File: src/rtl/hz_pkg.sv
package hz_pkg;
  // Operand source codes for the execute-stage multiplexers
  typedef enum logic [1:0] {
    SRC_RF  = 2'b00,
    SRC_WB  = 2'b01,
    SRC_MEM = 2'b10
  } opnd_src_e;
endpackage

File: src/rtl/hz_fwd_sel.sv
module hz_fwd_sel #(
  parameter int REG_W = 5
) (
  input  logic             clk,
  input  logic             rst_n,
  input  logic [REG_W-1:0] src,
  input  logic [REG_W-1:0] mem_rd,
  input  logic             mem_we,
  input  logic [REG_W-1:0] wb_rd,
  input  logic             wb_we,
  output logic [1:0]       sel
);
  import hz_pkg::*;
  localparam logic [REG_W-1:0] ZERO_REG = '0;

  logic mem_hit, wb_hit;
  assign mem_hit = mem_we && (mem_rd != ZERO_REG) && (mem_rd == src);
  assign wb_hit  = wb_we  && (wb_rd  != ZERO_REG) && (wb_rd  == src);

  always_comb begin
    if (mem_hit)     sel = SRC_MEM;
    else if (wb_hit) sel = SRC_WB;
    else             sel = SRC_RF;
  end

  AST_ZERO_NOFWD: assert property (@(posedge clk) disable iff (!rst_n) (src == ZERO_REG) |-> (sel == 2'b00));
  AST_MEM_PRIO: assert property (@(posedge clk) disable iff (!rst_n) (mem_we && mem_rd == src && src != ZERO_REG) |-> (sel == 2'b10));
  AST_NO_WE_NOFWD: assert property (@(posedge clk) disable iff (!rst_n) (!mem_we && !wb_we) |-> (sel == 2'b00));
  AST_SEL_LEGAL: assert property (@(posedge clk) disable iff (!rst_n) sel != 2'b11);
endmodule

File: src/rtl/hz_id_bypass.sv
module hz_id_bypass #(
  parameter int REG_W = 5
) (
  input  logic             clk,
  input  logic             rst_n,
  input  logic [REG_W-1:0] src,
  input  logic [REG_W-1:0] wb_rd,
  input  logic             wb_we,
  output logic             byp
);
  localparam logic [REG_W-1:0] ZERO_REG = '0;

  assign byp = wb_we && (wb_rd != ZERO_REG) && (wb_rd == src);

  AST_BYP_ZERO: assert property (@(posedge clk) disable iff (!rst_n) (src == ZERO_REG) |-> !byp);
  AST_BYP_NOWE: assert property (@(posedge clk) disable iff (!rst_n) !wb_we |-> !byp);
endmodule

File: src/rtl/hz_stall_flush.sv
module hz_stall_flush #(
  parameter int REG_W = 5
) (
  input  logic             clk,
  input  logic             rst_n,
  input  logic [REG_W-1:0] ifid_rs,
  input  logic [REG_W-1:0] ifid_rt,
  input  logic [REG_W-1:0] idex_rt,
  input  logic             idex_mem_read,
  input  logic             id_branch,
  input  logic             id_cmp_true,
  output logic             pc_hold,
  output logic             ifid_hold,
  output logic             idex_bubble,
  output logic             if_flush
);
  logic load_use, br_taken;

  assign load_use = idex_mem_read && ((idex_rt == ifid_rs) || (idex_rt == ifid_rt));
  assign br_taken = id_branch && id_cmp_true;

  assign pc_hold     = load_use;
  assign ifid_hold   = load_use;
  assign idex_bubble = load_use;
  // A held branch is re-evaluated once the stall clears
  assign if_flush    = br_taken && !load_use;

  AST_FLUSH_VS_HOLD: assert property (@(posedge clk) disable iff (!rst_n) if_flush |-> !pc_hold && !ifid_hold);
  AST_HOLD_TOGETHER: assert property (@(posedge clk) disable iff (!rst_n) pc_hold |-> ifid_hold && idex_bubble);
  AST_NO_LOAD_NO_STALL: assert property (@(posedge clk) disable iff (!rst_n) !idex_mem_read |-> !idex_bubble);
  AST_FLUSH_NEEDS_BR: assert property (@(posedge clk) disable iff (!rst_n) if_flush |-> id_branch && id_cmp_true);
endmodule

File: src/rtl/pipe_hazard_ctrl.sv
module pipe_hazard_ctrl #(
  parameter int REG_W   = 5,
  parameter int NUM_OPS = 2
) (
  input  logic             clk,
  input  logic             rst_n,
  input  logic [REG_W-1:0] ifid_rs,
  input  logic [REG_W-1:0] ifid_rt,
  input  logic [REG_W-1:0] idex_rs,
  input  logic [REG_W-1:0] idex_rt,
  input  logic             idex_mem_read,
  input  logic [REG_W-1:0] exmem_rd,
  input  logic             exmem_reg_write,
  input  logic [REG_W-1:0] memwb_rd,
  input  logic             memwb_reg_write,
  input  logic             id_branch,
  input  logic             id_cmp_true,
  output logic [1:0]       fwd_a_sel,
  output logic [1:0]       fwd_b_sel,
  output logic             id_byp_a,
  output logic             id_byp_b,
  output logic             pc_hold,
  output logic             ifid_hold,
  output logic             idex_bubble,
  output logic             if_flush
);
  logic [REG_W-1:0] ex_src [NUM_OPS];
  logic [REG_W-1:0] id_src [NUM_OPS];
  logic [1:0]       ex_sel [NUM_OPS];
  logic             id_byp [NUM_OPS];

  assign ex_src[0] = idex_rs;
  assign ex_src[1] = idex_rt;
  assign id_src[0] = ifid_rs;
  assign id_src[1] = ifid_rt;

  for (genvar g = 0; g < NUM_OPS; g++) begin : g_op
    hz_fwd_sel #(.REG_W(REG_W)) u_fwd (
      .clk(clk), .rst_n(rst_n), .src(ex_src[g]),
      .mem_rd(exmem_rd), .mem_we(exmem_reg_write),
      .wb_rd(memwb_rd), .wb_we(memwb_reg_write),
      .sel(ex_sel[g])
    );
    hz_id_bypass #(.REG_W(REG_W)) u_byp (
      .clk(clk), .rst_n(rst_n), .src(id_src[g]),
      .wb_rd(memwb_rd), .wb_we(memwb_reg_write),
      .byp(id_byp[g])
    );
  end

  assign fwd_a_sel = ex_sel[0];
  assign fwd_b_sel = ex_sel[1];
  assign id_byp_a  = id_byp[0];
  assign id_byp_b  = id_byp[1];

  hz_stall_flush #(.REG_W(REG_W)) u_sf (
    .clk(clk), .rst_n(rst_n),
    .ifid_rs(ifid_rs), .ifid_rt(ifid_rt), .idex_rt(idex_rt),
    .idex_mem_read(idex_mem_read), .id_branch(id_branch), .id_cmp_true(id_cmp_true),
    .pc_hold(pc_hold), .ifid_hold(ifid_hold), .idex_bubble(idex_bubble), .if_flush(if_flush)
  );

  AST_STALL_SAME_CYCLE: assert property (@(posedge clk) disable iff (!rst_n) (idex_mem_read && idex_rt == ifid_rs) |-> pc_hold && !if_flush);
endmodule

File: config.mk
export PLATFORM = sky130hd
export DESIGN_NAME = pipe_hazard_ctrl
export DESIGN_NICKNAME = d
export VERILOG_FILES = /design/src/rtl/hz_pkg.sv /design/src/rtl/hz_fwd_sel.sv /design/src/rtl/hz_id_bypass.sv /design/src/rtl/hz_stall_flush.sv /design/src/rtl/pipe_hazard_ctrl.sv
export SDC_FILE = /design/constraint.sdc
export NUM_CORES = 1
export LEC_CHECK = 0
export CAP_MARGIN = 10
export CELL_PAD_IN_SITES_DETAIL_PLACEMENT = 1
export CELL_PAD_IN_SITES_GLOBAL_PLACEMENT = 2
export CORE_MARGIN = 8
export CORE_UTILIZATION = 17
export DETAILED_ROUTE_END_ITERATION = 6
export PLACE_DENSITY = 0.88
export REMOVE_ABC_BUFFERS = 1
export SETUP_SLACK_MARGIN = 0.05
export SYNTH_ARGS = -nofsm -noshare
export SYNTH_HDL_FRONTEND = slang
export SYNTH_SLANG_ARGS = --single-unit
File: constraint.sdc
create_clock -name vclk -period 4.28
set_input_delay 0.856 -clock vclk [all_inputs]
set_output_delay 0.856 -clock vclk [all_outputs]
set_load 0.01 [all_outputs]
# Word level (Yosys, flattened, before mapping)
# Cells that the tools add are included.
[word_totals] ff_bits=0 out_inout_bits=10 inputBits=37 elab_cells=27
[op_classes] n_eq_ne=8 reduce_logical=15 n_mux=4
[ops] operator="== test 5 bit" n=8
[ops] operator="logical AND 1 bit" n=11
[ops] operator="nonzero test 5 bit" n=2
[ops] operator="two-way mux 2 bit" n=2
[ops] operator="two-way mux 1 bit" n=2
[ops] operator="logical NOT 1 bit" n=1
[ops] operator="logical OR 1 bit" n=1

# Logic depth before layout (Yosys ltp)
# Gate-level depths: netlist of the first run.
[depth] ltp_word=5 ltp_mapped=5 mapped_depth_nobuf=4

# Modules after synthesis
# A second synthesis of the first run with hierarchy kept.
[hier_totals] cells_unflattened=81 area_unflattened_um2=616.8
[modules_own_cells] module="hz_fwd_sel" area_each_um2=158.9 seq_area_each_um2=0.0 n_inst=2 cells_each=21
[modules_own_cells] module="hz_id_bypass" area_each_um2=76.3 seq_area_each_um2=0.0 n_inst=2 cells_each=10
[modules_own_cells] module="hz_stall_flush" area_each_um2=146.4 seq_area_each_um2=0.0 n_inst=1 cells_each=19

# Least setup slack after synthesis of the first run
# Ideal clock, no wire load.
[synth_timing] path_kind="input -> output" start="in memwb_rd[2]" end="out fwd_a_sel[0]" n_path_buf=1 t_required_ps=3424 path_slack_ps=1456 t_arrival_ps=1968 stages=5 path_cell_list="buf_2 or4_1 o21ai_1 or4_1 nor4_2"
[synth_via] elab_chain_len=5 elab_cells_between_ends=6 classes_between="eq/ne (1); mux (2); reduce/logical (3)"
[synth_lines] element="start, declared" line_no="pipe_hazard_ctrl.sv:14" source="input logic [REG_W-1:0] memwb_rd,"
[synth_lines] element="nonzero test 5 bit" line_no="hz_fwd_sel.sv:18" source="assign wb_hit = wb_we && (wb_rd != ZERO_REG) && (wb_rd == src);"
[synth_lines] element="logical AND 1 bit" line_no="hz_fwd_sel.sv:18"
[synth_lines] element="logical AND 1 bit (*)" line_no="hz_fwd_sel.sv:18"
[synth_lines] element="two-way mux 1 bit (*)" line_no="hz_fwd_sel.sv:22" source="else if (wb_hit) sel = SRC_WB;"
[synth_lines] element="two-way mux 2 bit (*)" line_no="hz_fwd_sel.sv:21" source="if (mem_hit) sel = SRC_MEM;"
[synth_lines] element="end, declared" line_no="pipe_hazard_ctrl.sv:18" source="output logic [1:0] fwd_a_sel,"
# Mark *: on every way between the ends. The rest lies on a longest branch, timed or not.

# Final worst setup path of the first run
[layout_timing] start="in memwb_rd[0]" end="out fwd_a_sel[0]"
# Same word-level chain as after synthesis.

==> impl_metrics.json, run 1 <==
{
  "hold_path_end": "if_flush",
  "syn_inst": 72,
  "grt_setup_unrepaired": "false",
  "hold_path_class": "primary input to output pin",
  "cp_data_required_time_ps": 3420,
  "initial_utilization": 0.1809,
  "relSlewSlack": 0.7098,
  "grt_max_degree": 6,
  "seq_cells": 0,
  "final_cell_mix": "clkdlybuf4s50_1 (45), xnor2_1 (22), xor2_1 (18)",
  "area_delta_synth_final_pct": 86.29,
  "drc": 0,
  "arrival_ps": 3010,
  "syn_area_per_cell_sq_um": 7.733,
  "hold_viol": 0,
  "ios": 47,
  "synth_top_area_share": 0.3461,
  "holdPathStages": 4,
  "synth_area_leaders": "xnor2_1 (35%), xor2_1 (28%), buf_4 (5.4%)",
  "grt_pass1_vias": 757,
  "track_usage": 0.08872,
  "hold_buffers": 0,
  "grt_pass1_wl_um": 3774,
  "final_util": 0.3370,
  "hp-start": "id_branch",
  "finalSetupTns_ps": 0,
  "fin_crit_ps": 3870,
  "crit_type": "primary input to output pin",
  "final_net_count": 151,
  "post_cts_resized": 0,
  "drt_iter0_drc": 7,
  "post_cts_buffers": 0,
  "nClkBuffers": 0,
  "layout_commonest_cell": "clkdlybuf4s50_1",
  "die-height_um": 73.23,
  "postRouteAntennaNets": 0,
  "hpwl_um": 2257,
  "yosysTopAreaCell": "xnor2_1",
  "layout.area.seq_sq_um": 0,
  "io_buffers": 45,
  "routabilityCongestion": 0.7449,
  "antenna_found_initial": 0,
  "maxCapViolCount": 0,
  "rows": 20,
  "cp_max_fo": 5,
  "ys.warnings.count": 0,
  "start_kind": "primary input",
  "vias_per_cell": 4.147,
  "fmax_ghz": 0.2584,
  "worst_pin_slew_ps": 431.3,
  "setup_viol": 0,
  "gr-total-overflow": 0,
  "leakagePower_nw": 0.3403,
  "finalWirelength_um": 2485,
  "drive_gt1_frac": 0.07143,
  "endpoint_kind": "output pin",
  "synth_area_sq_um": 556.8,
  "core_area_sq_um": 3078,
  "die-area_sq_um": 5363,
  "ys_seq_area_frac": 0,
  "finalCritPeriodShare": 0.9043,
  "die_x_um": 73.23,
  "num_vias": 647,
  "power_density_nw_per_um2": 94.72,
  "outcome": "complete, no violations",
  "dr.pass1.iters": 2,
  "synth_cell_types": 15,
  "drv_slew": 0,
  "drt-wirelength-per-cell_um": 15.93,
  "antennaDiodeCount": 0,
  "max-vdd-ir-drop_uv": 31.13
}
==> cells by family (layout without fill, tap and decap cells) <==
family	count (synthesis)	count (layout)	share of synthesized area
xor+xnor	40	40	0.6292
compound gates	3	3	0.03596
simple gates	20	20	0.2359
buf+inv	9	49	0.09887
==> cell type report <==
cell class	count	area, sq um
multi-input combinational	63	501.7
timing repair buffer	49	480.5
fill	378	2041
tap	44	55.05
==> where the power goes <==
| part | leakage [nW] | internal, mW | switching [mW] |
|---|---|---|---|
| Combinational | 0.340 | 0.0582 | 0.0401 |
| Clock | 0 | 0 | 0 |
| Sequential | 0 | 0 | 0 |
==> critical path, cell delays in order <==
cell,delay (ps)
clkdlybuf4s50_1,640
o21ai_1,210
or4_1,570
nor4_2,160
clkdlybuf4s50_1,580
==> layer usage <==
metal  share of wire  global-route usage
met5               0                   0
met4               0                   0
met3           0.057             0.01923
met2            0.56              0.1837
met1            0.38             0.09098
==> cell usage after synthesis <==
library cell  count
nand3_1           4
o21ai_1           1
xor2_1           18
xnor2_1          22
buf_4             4
nand2_1           3
nor4_1            4
o22ai_1           1
nand4_1           2
or4_1             3
nor4_2            2
buf_2             5
or4_4             1
nor2_1            1
o21ai_2           1
==> how the worst max path moves through the flow <==
| stage | end | slack [ps] | startpoint |
|---|---|---|---|
| floorplan | fwd_a_sel[0] | 1440 | exmem_rd[2] |
| global placement | fwd_a_sel[0] | 390 | memwb_rd[0] |
| detailed placement | fwd_a_sel[0] | 390 | memwb_rd[0] |
| CTS | fwd_a_sel[0] | 390 | memwb_rd[0] |
| global route | fwd_b_sel[0] | 280 | memwb_rd[0] |
| finish | fwd_a_sel[0] | 410 | memwb_rd[0] |
==> metrics by stage <==
step	hold WS, ps	power (mW)	worst slack (ps)	instance area, sq um	std cells
after floorplan	1802	0.03725	1441	501.7	63
after CTS	2684	0.09927	389.0	1037	156
final	2678	0.09825	409.8	1037	156
after detailed placement	2682	0.09898	387.1	1037	156
after global placement	2668	0.09550	394.2	1037	156
after global routing	2732	0.1056	280.9	1037	156
No activity file was read; power rests on OpenSTA's default activity.
==> inputs of run 2 (changes only) <==
SLEW_MARGIN = 30   (was default)
==> results of run 2 <==
No change in the layout: final DEF, timing and power equal those of run 1.
==> inputs of run 3 (changes only) <==
CORE_UTILIZATION = 16   (was 17)
PLACE_DENSITY = 0.84   (was 0.88)
clock period = 3.9 ns   (was 4.28 ns; I/O delays follow)
==> run 3 against run 2 <==
  * Cell count rose by 1.9%
  * Worst hold slack got worse by 150 ps
  * Highest routed layer unchanged
  * Clock-buffer cell count did not move
  * Non-clock buffer count rose by 1
  * Setup slack got worse by 210 ps
  * Sequential cell count did not move
  * Critical path type unchanged
  * Global-route usage fell by 0.39 points
  * Die area rose by 4.9%
  * Core utilization fell by 2.3 points
  * Combinational power rose by 11%
==> impl_metrics.json, run 3 (synthesis gave the netlist of run 1 again) <==
{
  "outcome": "complete, no violations",
  "crit_end": "fwd_a_sel[0]",
  "p_int_mw": 0.06448,
  "layout.area.seq_sq_um": 0,
  "place_ws_ps": 186.9,
  "crit_slowest_cell": "clkdlybuf4s50_1",
  "arrival_ps": 2920,
  "max-vdd-ir-drop_uv": 36.11,
  "p_clk_frac": 0,
  "seq_cells": 0,
  "grt_pass1_vias": 775,
  "nClkBuffers": 0,
  "cp_data_required_time_ps": 3120,
  "antennaDiodeCount": 0,
  "endpoint_kind": "output pin",
  "final_util": 0.3138,
  "finalCritPeriodShare": 0.9476,
  "seqPwrFrac": 0,
  "p_sw_frac": 0.4061,
  "routabilityCongestion": 0.7593,
  "final_cell_mix": "clkdlybuf4s50_1 (45), xnor2_1 (22), xor2_1 (18), buf_4 (5)",
  "leakagePower_nw": 0.3451,
  "worst_pin_slew_ps": 471.8,
  "dr.pass1.iters": 2,
  "hpwl_um": 2227,
  "gr-total-overflow": 0,
  "crit_start": "exmem_rd[2]",
  "drt_iter0_drc": 14,
  "post_cts_resized": 0,
  "post_cts_buffers": 0,
  "multi_input_area_sq_um": 501.7,
  "power_density_nw_per_um2": 103.7,
  "finalSetupTns_ps": 0,
  "drive_gt1_frac": 0.07965,
  "antenna_found_initial": 0,
  "critPathMaxStageDelay_ps": 570,
  "fin_crit_ps": 3696,
  "grt_pass1_wl_um": 3760,
  "hold_buffers": 0,
  "die_x_um": 74.99,
  "hold_viol": 0,
  "finalWirelength_um": 2470,
  "fmax_ghz": 0.2706,
  "hp-start": "id_cmp_true",
  "grt_setup_unrepaired": "false",
  "crit_type": "primary input to output pin",
  "die-height_um": 74.99,
  "fillers": 409,
  "drv_slew": 0,
  "rows": 21,
  "track_usage": 0.08483,
  "num_vias": 643,
  "core_area_sq_um": 3337,
  "switching_power_mw": 0.04410,
  "path_cells": "clkdlybuf4s50_1 -> or4_4 -> o21ai_2 -> nor4_1 -> nor4_2 -> clkdlybuf4s50_1",
  "hold_path_class": "primary input to output pin",
  "initial_utilization": 0.1669,
  "start_kind": "primary input",
  "holdPathStages": 4,
  "finalWorstSetupSlack_ps": 204.2,
  "ios": 47,
  "die-area_sq_um": 5624,
  "maxCapViolCount": 0,
  "cp_max_fo": 3,
  "area_delta_synth_final_pct": 88.09,
  "drc": 0,
  "vias_per_cell": 4.044,
  "cpMostUsedCell": "clkdlybuf4s50_1",
  "setup_viol": 0,
  "power_frac_comb": 1.000,
  "final_net_count": 152,
  "grt_max_degree": 5,
  "drt-wirelength-per-cell_um": 15.53,
  "postRouteAntennaNets": 0,
  "relSlewSlack": 0.6826,
  "io_buffers": 45,
  "layout_commonest_cell": "clkdlybuf4s50_1"
}
[run 3: changes by cell type in the layout (fill, tap and decap cells not counted), sizes merged]
cell and change:
buf +1
[run 3: cell type report]
type | count | share of cell area
tap | 46 | 0.05496
multi-input combinational | 63 | 0.4791
timing repair buffer | 50 | 0.4660
[run 3: layer usage]
| metal | GRT usage | vias to the layer above | part of all wire |
|---|---|---|---|
| li1 | - | 322 | - |
| met1 | 0.09434 | 304 | 0.41 |
| met2 | 0.1699 | 17 | 0.54 |
| met3 | 0.01332 | 0 | 0.050 |
| met4 | 0 | 0 | 0 |
| met5 | 0 | - | 0 |
[run 3: power groups by stage]
| stage | sequential, mW | clock, mW | combinational, mW |
|---|---|---|---|
| after detailed placement | 0 | 0 | 0.109 |
| after global placement | 0 | 0 | 0.106 |
| final | 0 | 0 | 0.109 |
| after floorplan | 0 | 0 | 0.0409 |
| after global routing | 0 | 0 | 0.117 |
| after CTS | 0 | 0 | 0.110 |
[run 3: critical path, delay by kind of cell]
kind,cells,cell delay (ps)
compound gates,1,150
simple gates,3,930
buf+inv,2,1040
[run 3: per-stage QoR]
stage / hold slack [ps] / cells / area, sq um / power [mW]
after global placement: 2516 / 159 / 1047 / 0.1057
after floorplan: 1650 / 63 / 501.7 / 0.04088
after detailed placement: 2528 / 159 / 1047 / 0.1094
after CTS: 2529 / 159 / 1047 / 0.1100
after global routing: 2565 / 159 / 1047 / 0.1165
final: 2523 / 159 / 1047 / 0.1086
[run 3: worst min path at each step]
stage | to
floorplan | if_flush
global placement | if_flush
detailed placement | if_flush
finish | if_flush
global route | if_flush
CTS | if_flush
